File: src/rtl/adc_seq_pkg.sv
package adc_seq_pkg;

  localparam int SMP_W     = 3;
  localparam int SMP_CNT_W = 8;

  typedef enum logic [1:0] {
    ST_IDLE    = 2'd0,
    ST_SAMPLE  = 2'd1,
    ST_CONVERT = 2'd2
  } seq_state_e;

  // Sample window length in clock cycles for each sample code.
  function automatic logic [SMP_CNT_W-1:0] smp_cycles(input logic [SMP_W-1:0] code);
    logic [SMP_CNT_W-1:0] len;
    case (code)
      3'd0:    len = 8'd2;
      3'd1:    len = 8'd8;
      3'd2:    len = 8'd14;
      3'd3:    len = 8'd29;
      3'd4:    len = 8'd42;
      3'd5:    len = 8'd56;
      3'd6:    len = 8'd72;
      default: len = 8'd240;
    endcase
    return len;
  endfunction

  // True when the slot just converted closes the pass through the list.
  function automatic logic pass_done(input logic scan, input logic [7:0] idx,
                                     input logic [7:0] last_idx);
    return !scan || (idx == last_idx);
  endfunction

endpackage

File: src/rtl/adc_seq_slot_mux.sv
module adc_seq_slot_mux
  import adc_seq_pkg::*;
#(
  parameter int NUM_SLOTS = 16,
  parameter int CH_W      = 5,
  localparam int LEN_W    = $clog2(NUM_SLOTS),
  localparam int NUM_CH   = 1 << CH_W
) (
  input  logic [NUM_SLOTS*CH_W-1:0] slot_list,
  input  logic [NUM_CH*SMP_W-1:0]   smp_table,
  input  logic [LEN_W-1:0]          slot_idx,
  output logic [CH_W-1:0]           cur_ch,
  output logic [SMP_CNT_W-1:0]      cur_smp_len
);

  logic [CH_W-1:0]  slot_arr [NUM_SLOTS];
  logic [SMP_W-1:0] code_arr [NUM_CH];
  logic [SMP_W-1:0] cur_code;

  for (genvar gs = 0; gs < NUM_SLOTS; gs++) begin : g_slot
    assign slot_arr[gs] = slot_list[gs*CH_W +: CH_W];
  end

  for (genvar gc = 0; gc < NUM_CH; gc++) begin : g_code
    assign code_arr[gc] = smp_table[gc*SMP_W +: SMP_W];
  end

  // The slot picks the channel; the channel picks its own sample code.
  assign cur_ch      = slot_arr[slot_idx];
  assign cur_code    = code_arr[cur_ch];
  assign cur_smp_len = smp_cycles(cur_code);

endmodule

File: src/rtl/adc_seq_fsm.sv
module adc_seq_fsm
  import adc_seq_pkg::*;
#(
  parameter int NUM_SLOTS = 16,
  localparam int LEN_W    = $clog2(NUM_SLOTS)
) (
  input  logic                 clk,
  input  logic                 rst_n,
  input  logic                 en,
  input  logic                 trig,
  input  logic                 scan_en,
  input  logic                 cont_en,
  input  logic [LEN_W-1:0]     seq_len,
  input  logic [SMP_CNT_W-1:0] smp_len,
  input  logic                 cnv_done,
  output logic [LEN_W-1:0]     slot_idx,
  output logic                 cnv_sample,
  output logic                 cnv_start,
  output logic                 conv_fin,
  output logic                 seq_start,
  output logic                 busy
);

  seq_state_e           state_q, state_d;
  logic [LEN_W-1:0]     idx_q, idx_d;
  logic [SMP_CNT_W-1:0] cnt_q, cnt_d;
  logic                 last_slot;

  assign seq_start  = (state_q == ST_IDLE) && en && trig;
  assign cnv_sample = (state_q == ST_SAMPLE);
  // The counter runs up from zero, so the current slot's length is compared
  // directly and no look-ahead to the next slot is needed.
  assign cnv_start  = cnv_sample && (cnt_q == smp_len - 1'b1);
  assign conv_fin   = (state_q == ST_CONVERT) && cnv_done;
  assign last_slot  = pass_done(scan_en, 8'(idx_q), 8'(seq_len));
  assign busy       = (state_q != ST_IDLE);
  assign slot_idx   = idx_q;

  always_comb begin
    state_d = state_q;
    idx_d   = idx_q;
    cnt_d   = cnt_q;
    case (state_q)
      ST_IDLE: begin
        if (seq_start) begin
          state_d = ST_SAMPLE;
          idx_d   = '0;
          cnt_d   = '0;
        end
      end
      ST_SAMPLE: begin
        if (cnv_start) state_d = ST_CONVERT;
        else           cnt_d   = cnt_q + 1'b1;
      end
      ST_CONVERT: begin
        if (conv_fin) begin
          cnt_d = '0;
          if (!en) begin
            state_d = ST_IDLE;
            idx_d   = '0;
          end else if (!last_slot) begin
            state_d = ST_SAMPLE;
            idx_d   = idx_q + 1'b1;
          end else if (cont_en) begin
            state_d = ST_SAMPLE;
            idx_d   = '0;
          end else begin
            state_d = ST_IDLE;
            idx_d   = '0;
          end
        end
      end
      default: begin
        state_d = ST_IDLE;
        idx_d   = '0;
        cnt_d   = '0;
      end
    endcase
  end

  always_ff @(posedge clk or negedge rst_n) begin
    if (!rst_n) begin
      state_q <= ST_IDLE;
      idx_q   <= '0;
      cnt_q   <= '0;
    end else begin
      state_q <= state_d;
      idx_q   <= idx_d;
      cnt_q   <= cnt_d;
    end
  end

endmodule

File: src/rtl/adc_seq_result.sv
module adc_seq_result #(
  parameter int DATA_W = 12,
  parameter int LEN_W  = 4
) (
  input  logic              clk,
  input  logic              rst_n,
  input  logic              conv_fin,
  input  logic              seq_start,
  input  logic [DATA_W-1:0] cnv_data,
  input  logic [LEN_W-1:0]  slot_idx,
  input  logic              dma_ack,
  output logic              eoc,
  output logic [DATA_W-1:0] res_data,
  output logic [LEN_W-1:0]  res_slot,
  output logic              dma_req,
  output logic              ovr
);

  logic lost_result;

  // A finish that meets an unserved request with no ack in that cycle loses
  // the older result.
  assign lost_result = conv_fin && dma_req && !dma_ack;

  always_ff @(posedge clk or negedge rst_n) begin
    if (!rst_n) begin
      eoc      <= 1'b0;
      res_data <= '0;
      res_slot <= '0;
      dma_req  <= 1'b0;
      ovr      <= 1'b0;
    end else begin
      eoc <= conv_fin;
      if (conv_fin) begin
        res_data <= cnv_data;
        res_slot <= slot_idx;
      end
      if (conv_fin)     dma_req <= 1'b1;
      else if (dma_ack) dma_req <= 1'b0;
      if (seq_start)        ovr <= 1'b0;
      else if (lost_result) ovr <= 1'b1;
    end
  end

endmodule

File: src/rtl/adc_seq_ctrl.sv
module adc_seq_ctrl
  import adc_seq_pkg::*;
#(
  parameter int NUM_SLOTS = 16,
  parameter int CH_W      = 5,
  parameter int DATA_W    = 12,
  localparam int LEN_W    = $clog2(NUM_SLOTS),
  localparam int NUM_CH   = 1 << CH_W
) (
  input  logic                      clk,
  input  logic                      rst_n,
  input  logic                      en,
  input  logic                      trig,
  input  logic                      scan_en,
  input  logic                      cont_en,
  input  logic [LEN_W-1:0]          seq_len,
  input  logic [NUM_SLOTS*CH_W-1:0] slot_list,
  input  logic [NUM_CH*SMP_W-1:0]   smp_table,
  output logic                      cnv_sample,
  output logic                      cnv_start,
  output logic [CH_W-1:0]           cnv_ch,
  input  logic                      cnv_done,
  input  logic [DATA_W-1:0]         cnv_data,
  output logic                      eoc,
  output logic [DATA_W-1:0]         res_data,
  output logic [LEN_W-1:0]          res_slot,
  output logic                      dma_req,
  input  logic                      dma_ack,
  output logic                      ovr,
  output logic                      busy
);

  // Named internal events shared between the sub-blocks.
  logic [LEN_W-1:0]     slot_idx;
  logic [SMP_CNT_W-1:0] smp_len;
  logic                 conv_fin;
  logic                 seq_start;

  adc_seq_slot_mux #(
    .NUM_SLOTS(NUM_SLOTS),
    .CH_W     (CH_W)
  ) i_slot_mux (
    .slot_list  (slot_list),
    .smp_table  (smp_table),
    .slot_idx   (slot_idx),
    .cur_ch     (cnv_ch),
    .cur_smp_len(smp_len)
  );

  adc_seq_fsm #(
    .NUM_SLOTS(NUM_SLOTS)
  ) i_fsm (
    .clk       (clk),
    .rst_n     (rst_n),
    .en        (en),
    .trig      (trig),
    .scan_en   (scan_en),
    .cont_en   (cont_en),
    .seq_len   (seq_len),
    .smp_len   (smp_len),
    .cnv_done  (cnv_done),
    .slot_idx  (slot_idx),
    .cnv_sample(cnv_sample),
    .cnv_start (cnv_start),
    .conv_fin  (conv_fin),
    .seq_start (seq_start),
    .busy      (busy)
  );

  adc_seq_result #(
    .DATA_W(DATA_W),
    .LEN_W (LEN_W)
  ) i_result (
    .clk      (clk),
    .rst_n    (rst_n),
    .conv_fin (conv_fin),
    .seq_start(seq_start),
    .cnv_data (cnv_data),
    .slot_idx (slot_idx),
    .dma_ack  (dma_ack),
    .eoc      (eoc),
    .res_data (res_data),
    .res_slot (res_slot),
    .dma_req  (dma_req),
    .ovr      (ovr)
  );

endmodule

File: config.mk
export PLATFORM = sky130hd
export DESIGN_NAME = adc_seq_ctrl
export DESIGN_NICKNAME = d
export VERILOG_FILES = /design/src/rtl/adc_seq_pkg.sv /design/src/rtl/adc_seq_slot_mux.sv /design/src/rtl/adc_seq_fsm.sv /design/src/rtl/adc_seq_result.sv /design/src/rtl/adc_seq_ctrl.sv
export SDC_FILE = /design/constraint.sdc
export NUM_CORES = 1
export LEC_CHECK = 0
export BUFFER_PORTS_ARGS = -buffer_cell sky130_fd_sc_hd__buf_2
export CAP_MARGIN = 20
export CORE_MARGIN = 4
export CORE_UTILIZATION = 45
export DETAILED_ROUTE_END_ITERATION = 10
export GPL_ROUTABILITY_DRIVEN = 1
export GPL_TIMING_DRIVEN = 0
export PLACE_DENSITY = 0.82
export SLEW_MARGIN = 15
export SYNTH_ARGS = -nofsm -noshare
export SYNTH_HDL_FRONTEND = slang
export SYNTH_SLANG_ARGS = --single-unit
File: constraint.sdc
create_clock -name clk -period 11.6 [get_ports clk]
set_input_delay 0.58 -clock clk [delete_from_list [all_inputs] [get_ports clk]]
set_output_delay 0.58 -clock clk [all_outputs]
set_load 0.03 [all_outputs]
### Word-level counts from Yosys, hierarchy flattened

Cells that the tools add are included.
Widths: inputs -> output; s select.

| word-level totals | value |
|---|---|
| register bits after elaboration | 33 |
| input port bits | 200 |
| output and inout bits | 27 |
| logic and storage cells | 74 |

| operators by class | value |
|---|---|
| $add $sub $neg | 3 |
| magnitude comparators | 2 |
| eq/ne operators | 14 |
| mux-type cells | 27 |
| bitwise gates (word level) | 3 |
| reduce and logical (&&, ||, !) cells | 17 |

Operator list:

| kind | number |
|---|---|
| $pmux 8 s7 | 1 |
| $mux 8 | 3 |
| $pmux 8 s3 | 1 |
| $bmux 5 s4 | 1 |
| $mux 4 | 4 |
| $bmux 3 s5 | 1 |
| $pmux 4 s3 | 1 |
| $mux 2 | 5 |
| $mux 5 | 2 |
| $eq 3x3->1 const B | 3 |
| $reduce_and 3->1 | 3 |
| $add 8x1->8 const B | 1 |
| $eq 8x8->1 | 1 |
| $sub 8x1->8 const B | 1 |
| $eq 3x2->1 const B | 2 |
| $ge 6x6->1 const B | 1 |
| $logic_and 1x1->1 | 6 |
| $mux 3 | 2 |
| $not 5->6 | 1 |
| $pmux 2 s3 | 1 |
| $reduce_bool 2->1 | 3 |
| $ge 5x5->1 const B | 1 |
| $mux 1 | 5 |
| $not 4->5 | 1 |
| 12 further kinds | 15 |

### Logic depth before layout (Yosys ltp)

Gate-level depths: netlist of run 1.

| depth | value |
|---|---|
| depth after elaboration | 15 |
| gate-level depth with buffers | 19 |
| gate-level depth less buffers | 14 |

### Modules after synthesis

A second synthesis of run 1 with hierarchy kept.

| second synthesis, totals | value |
|---|---|
| cells, all modules | 383 |
| area total of the unflattened synthesis | 3,822.4 µm² |

By module, submodules not included:

| module | instances | cells an instance | area each (µm²) | sequential area each (µm²) |
|---|---|---|---|---|
| adc_seq_slot_mux | 1 | 217 | 1,953.1 | 0.0 |
| adc_seq_fsm | 1 | 124 | 1,123.6 | 350.3 |
| adc_seq_result | 1 | 42 | 745.7 | 475.5 |

### Worst setup path before layout of run 1

OpenSTA, ideal clock, no wires.

| path | value |
|---|---|
| path kind | flip-flop to output port |
| from | register i_fsm.idx_q[1] (netlist: i_fsm.slot_idx[1]) |
| to | output port cnv_start |
| arrival | 3.728 ns |
| setup slack | 7.292 ns |
| stages on the path, launching flop included | 16 |
| path buffers | 3 |
| cell sequence | dfrtp_1 > buf_6 > buf_6 > buf_2 > nand2_1 > o221ai_1 > o22ai_1 > nor2_1 > o311ai_0 > a21oi_1 > a22o_2 > nor2_1 > or4_4 > o211ai_2 > o211ai_4 > nor2_1 |

| between the ends | value |
|---|---|
| word-level cells in the longest chain between the ends | 13 |
| elaborated cells on any way between the ends | 19 |
| classes of those cells | add/sub (1); eq/ne (7); mux (7); bitwise (2); reduce/logical (2) |

RTL lines:

| element | line | text |
|---|---|---|
| from (decl) | adc_seq_fsm.sv:25 | `logic [LEN_W-1:0] idx_q, idx_d;` |
| from (signal assigned) | adc_seq_fsm.sv:88 | `idx_q <= idx_d;` |
| $not 4->5 (not written as such) (*) | adc_seq_slot_mux.sv:29 | `assign cur_ch = slot_arr[slot_idx];` |
| $bmux 5 s4 (*) | adc_seq_slot_mux.sv:29 |  |
| $mux 5 (not written as such) (*) (2 in series) | adc_seq_slot_mux.sv:29 |  |
| via cnv_ch[4] | adc_seq_ctrl.sv:21 | `output logic [CH_W-1:0] cnv_ch,` |
| $not 5->6 (not written as such) (*) | adc_seq_slot_mux.sv:30 | `assign cur_code = code_arr[cur_ch];` |
| $bmux 3 s5 (*) | adc_seq_slot_mux.sv:30 |  |
| $mux 3 (not written as such) (*) (2 in series) | adc_seq_slot_mux.sv:30 |  |
| $eq 3x3->1 (tied with other cells) | adc_seq_pkg.sv:15 | `case (code)` |
| $pmux 8 s7 (*) | adc_seq_pkg.sv:15 |  |
| $sub 8x1->8 (*) | adc_seq_fsm.sv:33 | `assign cnv_start = cnv_sample && (cnt_q == smp_len - 1'b1);` |
| $eq 8x8->1 (*) | adc_seq_fsm.sv:33 |  |
| $logic_and 1x1->1 (*) | adc_seq_fsm.sv:33 |  |
| to (decl) | adc_seq_ctrl.sv:20 | `output logic cnv_start,` |

Mark *: on every way through the listed nets, which the timed path passes. The rest lies on a longest branch. The select of a mux whose other input is x is not followed.

### Worst setup path after layout of run 1

| path | value |
|---|---|
| from | register i_fsm.idx_q[1] (netlist: i_fsm.slot_idx[1]) |
| to | output port cnv_start |

| between the ends | value |
|---|---|
| word-level cells in the longest chain between the ends | 13 |
| elaborated cells on any way between the ends | 19 |
| classes of those cells | add/sub (1); eq/ne (7); mux (7); bitwise (2); reduce/logical (2) |

RTL lines:

| element | line |
|---|---|
| $not 4->5 (not written as such) (*) | adc_seq_slot_mux.sv:29 |
| $bmux 5 s4 (*) | adc_seq_slot_mux.sv:29 |
| $mux 5 (not written as such) (*) (2 in series) | adc_seq_slot_mux.sv:29 |
| $not 5->6 (not written as such) (*) | adc_seq_slot_mux.sv:30 |
| $bmux 3 s5 (*) | adc_seq_slot_mux.sv:30 |
| $mux 3 (not written as such) (*) (2 in series) | adc_seq_slot_mux.sv:30 |
| $eq 3x3->1 (tied with other cells) | adc_seq_pkg.sv:15 |
| $pmux 8 s7 (*) | adc_seq_pkg.sv:15 |
| $sub 8x1->8 (*) | adc_seq_fsm.sv:33 |
| $eq 8x8->1 (*) | adc_seq_fsm.sv:33 |
| $logic_and 1x1->1 (*) | adc_seq_fsm.sv:33 |

Mark *: on every way between the ends. The rest lies on a longest branch, timed or not. The select of a mux whose other input is x is not followed.

==> results of run 1 <==
==> layer usage <==
| metal | global-route usage, % | vias up |
|---|---|---|
| met4 | 9.84 | 0 |
| met2 | 51.4 | 279 |
| met5 | 0 | - |
| met3 | 5.05 | 31 |
| met1 | 33.9 | 2219 |
| li1 | - | 2191 |
==> where the power goes <==
| group | switching [W] | total, W | internal [W] |
|---|---|---|---|
| Sequential | 0.0000215 | 0.000159 | 0.000138 |
| Clock | 0.0000436 | 0.0000850 | 0.0000414 |
| Combinational | 0.000141 | 0.000248 | 0.000107 |
| Total | 0.000206 | 0.000492 | 0.000286 |
==> synth_stat cells, types with 4 or more instances <==
cell type  number  area [um2]
nand2_1        44         165
nand3_1        41         205
o21ai_0        37         185
dfrtp_1        33         826
mux2i_1        24         240
mux2_2         19         214
clkbuf_1       15        56.3
nor2_1         12        45.0
nor3_1         10        50.1
a21oi_1         9        45.0
buf_6           8        90.1
mux4_2          8         180
nor4_1          7        43.8
a22oi_1         6        45.0
a31oi_1         6        37.5
a32oi_1         6        52.6
buf_2           6        30.0
inv_1           6        22.5
nand4_1         6        37.5
xor2_1          6        52.6
a21o_1          5        37.5
a32o_1          5        50.1
and2_1          5        31.3
nor2_2          5        31.3
o221ai_1        5        43.8
o311a_1         5        50.1
mux2_4          4        60.1
mux4_1          4         105
nand2b_1        4        25.0
nor2b_1         4        25.0
o211ai_1        4        30.0
o22a_1          4        35.0
==> state kept, by name, summed over array words and instances (netlist names) <==
| register | flops |
|---|---|
| i_fsm.state_q | 2 |
| i_result.eoc | 1 |
| i_result.dma_req | 1 |
| i_result.ovr | 1 |
| i_result.res_data | 12 |
| i_fsm.cnt_q | 8 |
| i_fsm.slot_idx | 4 |
| i_result.res_slot | 4 |
==> cell families after synthesis <==
logic type	share of synthesized area, %
AO/OA/AOI/OAI	26.6
buffers and inverters	6.27
AND/OR/NAND/NOR	22.0
flip-flops	21.4
adder cells (fa/ha/maj)	0.649
multiplexers	21.0
XOR/XNOR	2.05
==> layout make-up <==
class	count	area, um2	share of cell area (%)
Clock inverter	3	17.5	0.337
Buffer	32	208	3.99
Multi-Input combinational cell	364	2790	53.6
Tap cell	105	131	2.53
Timing Repair Buffer	226	1130	21.7
Inverter	9	33.8	0.649
Clock buffer	5	68.8	1.32
Sequential cell	33	826	15.9
==> how the worst min path moves through the flow <==
stage                                    start                   end
after floorplan                          rst_n        i_fsm.cnt_q[0]
after global placement    i_result.res_slot[2]  i_result.res_slot[2]
after detailed placement  i_result.res_slot[2]  i_result.res_slot[2]
after CTS                                rst_n  i_result.res_data[3]
after global routing                     rst_n  i_result.res_data[3]
final                                    rst_n  i_result.res_data[3]
==> worst max-delay path, cell delays in order (launching register included) <==
cell	delay (ps)
dfrtp_1	370
buf_6	160
buf_6	160
buf_2	270
nand2_1	160
o221ai_1	290
o22ai_1	210
nor2_1	510
o311ai_0	300
a21oi_1	180
a22o_2	230
nor2_1	100
or4_4	520
o211ai_2	110
o211ai_4	160
nor2_1	110
buf_2	200
==> cells in the final DEF, fill, tap and decap left out, types with 7 or more instances in the layout <==
cell	synthesis	layout
o21ai_0	37	37
mux4_2	8	8
buf_6	8	8
nor4_1	7	7
nor3_1	10	10
a21oi_1	9	9
mux2_2	19	19
nor2_1	12	12
nand2_1	44	44
clkbuf_1	15	15
mux2i_1	24	24
buf_2	6	232
nand3_1	41	41
dfrtp_1	33	33
==> metrics by stage <==
step           total power (W)  instances  hold WS (ps)  utilization, %  area, um2
6_report              0.000492        777           362            63.0       5200
5_1_grt               0.000523        777           394            63.0       5200
4_1_cts               0.000493        777           369            63.0       5200
3_5_place_dp          0.000406        769           480            62.0       5120
3_3_place_gp          0.000395        769           460            62.0       5120
2_1_floorplan         0.000317        438           284               -       3850
==> results.toml, run 1 <==
[timing]
hold_viol = 0
rsz0062_at_grt = "false"
clock_skew_ps = 10.3
finalSetupViolCount = 0
tns_ps = 0
max_slew_margin_pct = 36.0
slew_violations = 0
period_needed_ps = 4920
tightest_slew_ps = 954
finalWorstSetupSlack_ps = 6680
fmax_mhz = 203
period_share_pct = 42.4

[detailed_routing]
antenna_left = 0
wirelength_um = 15000
wl_met3_um = 1340
drt_iter0_drc = 242
drcViolationCount = 0
via_count = 4720
first_pass_iters = 5
routed.top_layer = "met4"
wl_met2_um = 7330
wire_per_inst_um = 19.3
via_per_inst = 6.07
met1Wirelength_um = 5900

[global_route]
antenna_found_initial = 0
grt_usage_pct = 28.5
grt_max_degree = 34
grt_pass1_wl_um = 23300
grt_pass1_vias = 4831
grt_overflow = 0

[min_path]
hp-class = "primary input to async pin"

[setup_path]
path_class = "register to output port"
cp_max_fo = 10
start_kind = "register"
ff2ff_setup_slack_ps = 7290
startpoint = "i_fsm.slot_idx[1]"
critPathRequiredTime_ps = 11020
worst_setup_path_end_kind = "output port"
r2r_cells = 16
cp-endpoint = "cnv_start"
arrival_ps = 4340
r2r-start = "i_fsm.slot_idx[1]"
reg2reg_to = "i_fsm.cnt_q[0]"

[layout]
n_antenna_cell = 0
final_nets = 873
area_growth_pct = 35.0
nFillCells = 735
drive_gt1_share_pct = 46.3

[placement]
hpwlAfterDp_um = 12200
routabilityCongestion = 0.888
pre_cts_ws_ps = 7070
port-buffer-count = 226

[logic_synthesis]
netlist_instances = 438
async_flop_share_pct = 100
ys.flop_type = "dfrtp_1"
synth-edff-count = 0
yosysWarnings = 0
syn-num-nets = 640
ys_seq_elements = 33
synth_cell_types = 78
ys_seq_area_share_pct = 21.4
syn_area_um2 = 3850
avgSynthCellArea_um2 = 8.80

[floorplan]
start_util_pct = 46.7
die_w_um = 101
dieArea_um2 = 10100
core_area_um2 = 8260
rows = 33
fp.dieH_um = 101
ios = 227

[pwr]
ir_worst_vdd_mv = 0.144
leakagePower_nw = 2.48
p_per_area_nw_per_um2 = 94.6

[clock_network]
cts_max_level = 2
clockRootBuffer = "clkbuf_8"
holdBufCountCts = 0
tritoncts = "built"
clk_pin_slew_worst_paths_ps = 70
cts_sinks = 33
insertion_delay_ps = 290
cts_buffers = 5
post_cts_buffers = 0
ctsLongestPathBuffers = 2
post_cts_resized = 0

[flow_run]
drv_cap = 0

[status]
status = "finished, final reports clean"
Power figures use the tool's default switching activity.
==> run 2: changes to the inputs <==
Settings changed: CORE_UTILIZATION 45 to 41, PLACE_DENSITY 0.82 to 0.79.
Clock period 11.6 ns to 4.4 ns, I/O delays scaled along.
==> run 2 against run 1 <==
The run now ends with hold timing left; global-route usage fell by 2.3 points; sequential share of layout area shrank 1.6 points; non-clock buffer count is 36 higher; largest power group unchanged.
==> results.toml, run 2 (synthesized netlist as in run 1, its figures left out) <==
[global_route]
grt_usage_pct = 26.2
antenna_found_initial = 0
grt_pass1_vias = 4731
grt_max_degree = 34
grt_overflow = 0
grt_pass1_wl_um = 23700

[setup_path]
crit_buf_inv = 5
crit_chain = "buf_6 -> buf_12 -> mux4_2 -> nand2_2 -> and4_4 -> nand2_4 -> o311ai_4 -> nand4b_1 -> o211ai_2 -> or2_1 -> buf_6 -> or4_4 -> o211ai_4 -> o211ai_4 -> buf_4 -> buf_4 -> and2_4 -> mux2_2"
critPathSlowestCell = "or4_4"
path_class = "register to register"
ff2ff_setup_slack_ps = 120
worst_setup_path_end_kind = "register"
cp_max_fo = 6
critPathRequiredTime_ps = 4560
reg2reg_to = "i_fsm.cnt_q[0]"
path_depth = 18
startpoint = "i_fsm.slot_idx[0]"
critical-path-max-stage-delay_ps = 540
arrival_ps = 4440
r2r_cells = 18
r2r-start = "i_fsm.slot_idx[0]"
start_kind = "register"
crit_family = "simple AND/OR/NAND/NOR gates"
cp-endpoint = "i_fsm.cnt_q[0]"

[timing]
clock_skew_ps = 6.69
period_needed_ps = 4280
finalSetupViolCount = 0
hold_viol = 12
max_slew_margin_pct = 35.4
tns_ps = 0
fmax_mhz = 234
period_share_pct = 97.3
slew_violations = 0
holdWs_ps = -7.05
finalWorstSetupSlack_ps = 119
tightest_slew_ps = 963
rsz0062_at_grt = "true"

[layout]
area_growth_pct = 50.5
drive_gt1_share_pct = 52.8
n_antenna_cell = 0
top_register = "i_result.res_data"
layout_common_cells = "228 x buf_2, 42 x nand2_1, 41 x nand3_1"
utilization_pct = 63.1
final_common_cell = "buf_2"
final_nets = 909
top_regs = "i_result.res_data (12), i_fsm.cnt_q (8)"
largest_reg_flops = 12
fin_area_um2 = 5800

[clock_network]
ctsLongestPathBuffers = 2
clockRootBuffer = "clkbuf_8"
holdBufCountCts = 0
cts_max_level = 2
clk_pin_slew_worst_paths_ps = 70
cts_buffers = 5
insertion_delay_ps = 280
tritoncts = "built"
cts_sinks = 33

[detailed_routing]
drt_iter0_drc = 285
via_count = 4909
wirelength_um = 16100
wire_per_inst_um = 19.7
first_pass_iters = 5
via_per_inst = 6.00
antenna_left = 0
drcViolationCount = 0

[flow_run]
drv_cap = 0

[floorplan]
rows = 35
ios = 227
start_util_pct = 41.9
dieArea_um2 = 11000
core_area_um2 = 9200
fp.dieH_um = 105
die_w_um = 105

[placement]
hpwlAfterDp_um = 12200
post_dp_cell_area_um2 = 5120
port-buffer-count = 226
pre_cts_ws_ps = 166
routabilityCongestion = 0.885

[pwr]
leakagePower_nw = 2.73
ir_worst_vdd_mv = 0.289
p_per_area_nw_per_um2 = 232

[status]
violations = "hold timing"
status = "finished with violations"

[min_path]
hp-class = "primary input to async pin"
[run 2: report_power, final]
part | internal [W] | switching, W | leakage [nW]
Combinational | 0.000310 | 0.000393 | 2.24
Clock | 0.000124 | 0.000102 | 0.0443
Sequential | 0.000364 | 0.0000521 | 0.444
[run 2: worst min path at each step]
stage / from / endpoint / slack, ps / depth (start not counted)
floorplan: rst_n / i_fsm.cnt_q[0] / -80 / 0
global placement: rst_n / i_result.res_data[0] / 310 / 1
detailed placement: rst_n / i_result.res_data[6] / 320 / 1
CTS: rst_n / i_result.res_data[1] / 10 / 1
global route: rst_n / i_result.res_data[0] / 40 / 1
finish: rst_n / i_result.dma_req / -7 / 1
[run 2: timing repair]
item,in CTS,in global routing
pin swaps,1,18
setup endpoints to repair,1,2
gates resized for setup,10,57
cloned,0,3
setup buffers,0,33
[run 2: through the flow]
step                cells  power [W]
global route          818    0.00144
finish                818    0.00135
global placement      775    0.00105
CTS                   782    0.00130
detailed placement    775    0.00107
floorplan             438   0.000837
[run 2: layer usage]
| layer | track usage [%] | vias to the layer above | wire (um) | share of wire, % |
|---|---|---|---|---|
| li1 | - | 2259 | - | - |
| met1 | 31.3 | 2323 | 6270 | 39 |
| met2 | 46.6 | 287 | 8030 | 50 |
| met3 | 6.36 | 40 | 1350 | 8.4 |
| met4 | 7.22 | 0 | 456 | 2.8 |
| met5 | 0 | - | 0 | 0 |
[run 2: area by class of cell]
class,instances,area (um2)
tap,111,139
inverter,9,36.3
timing repair buffer,262,1450
sequential,33,828
fill,808,3400
multi-input combinational,364,3030
clock buffer,7,86.3
buffer,32,235
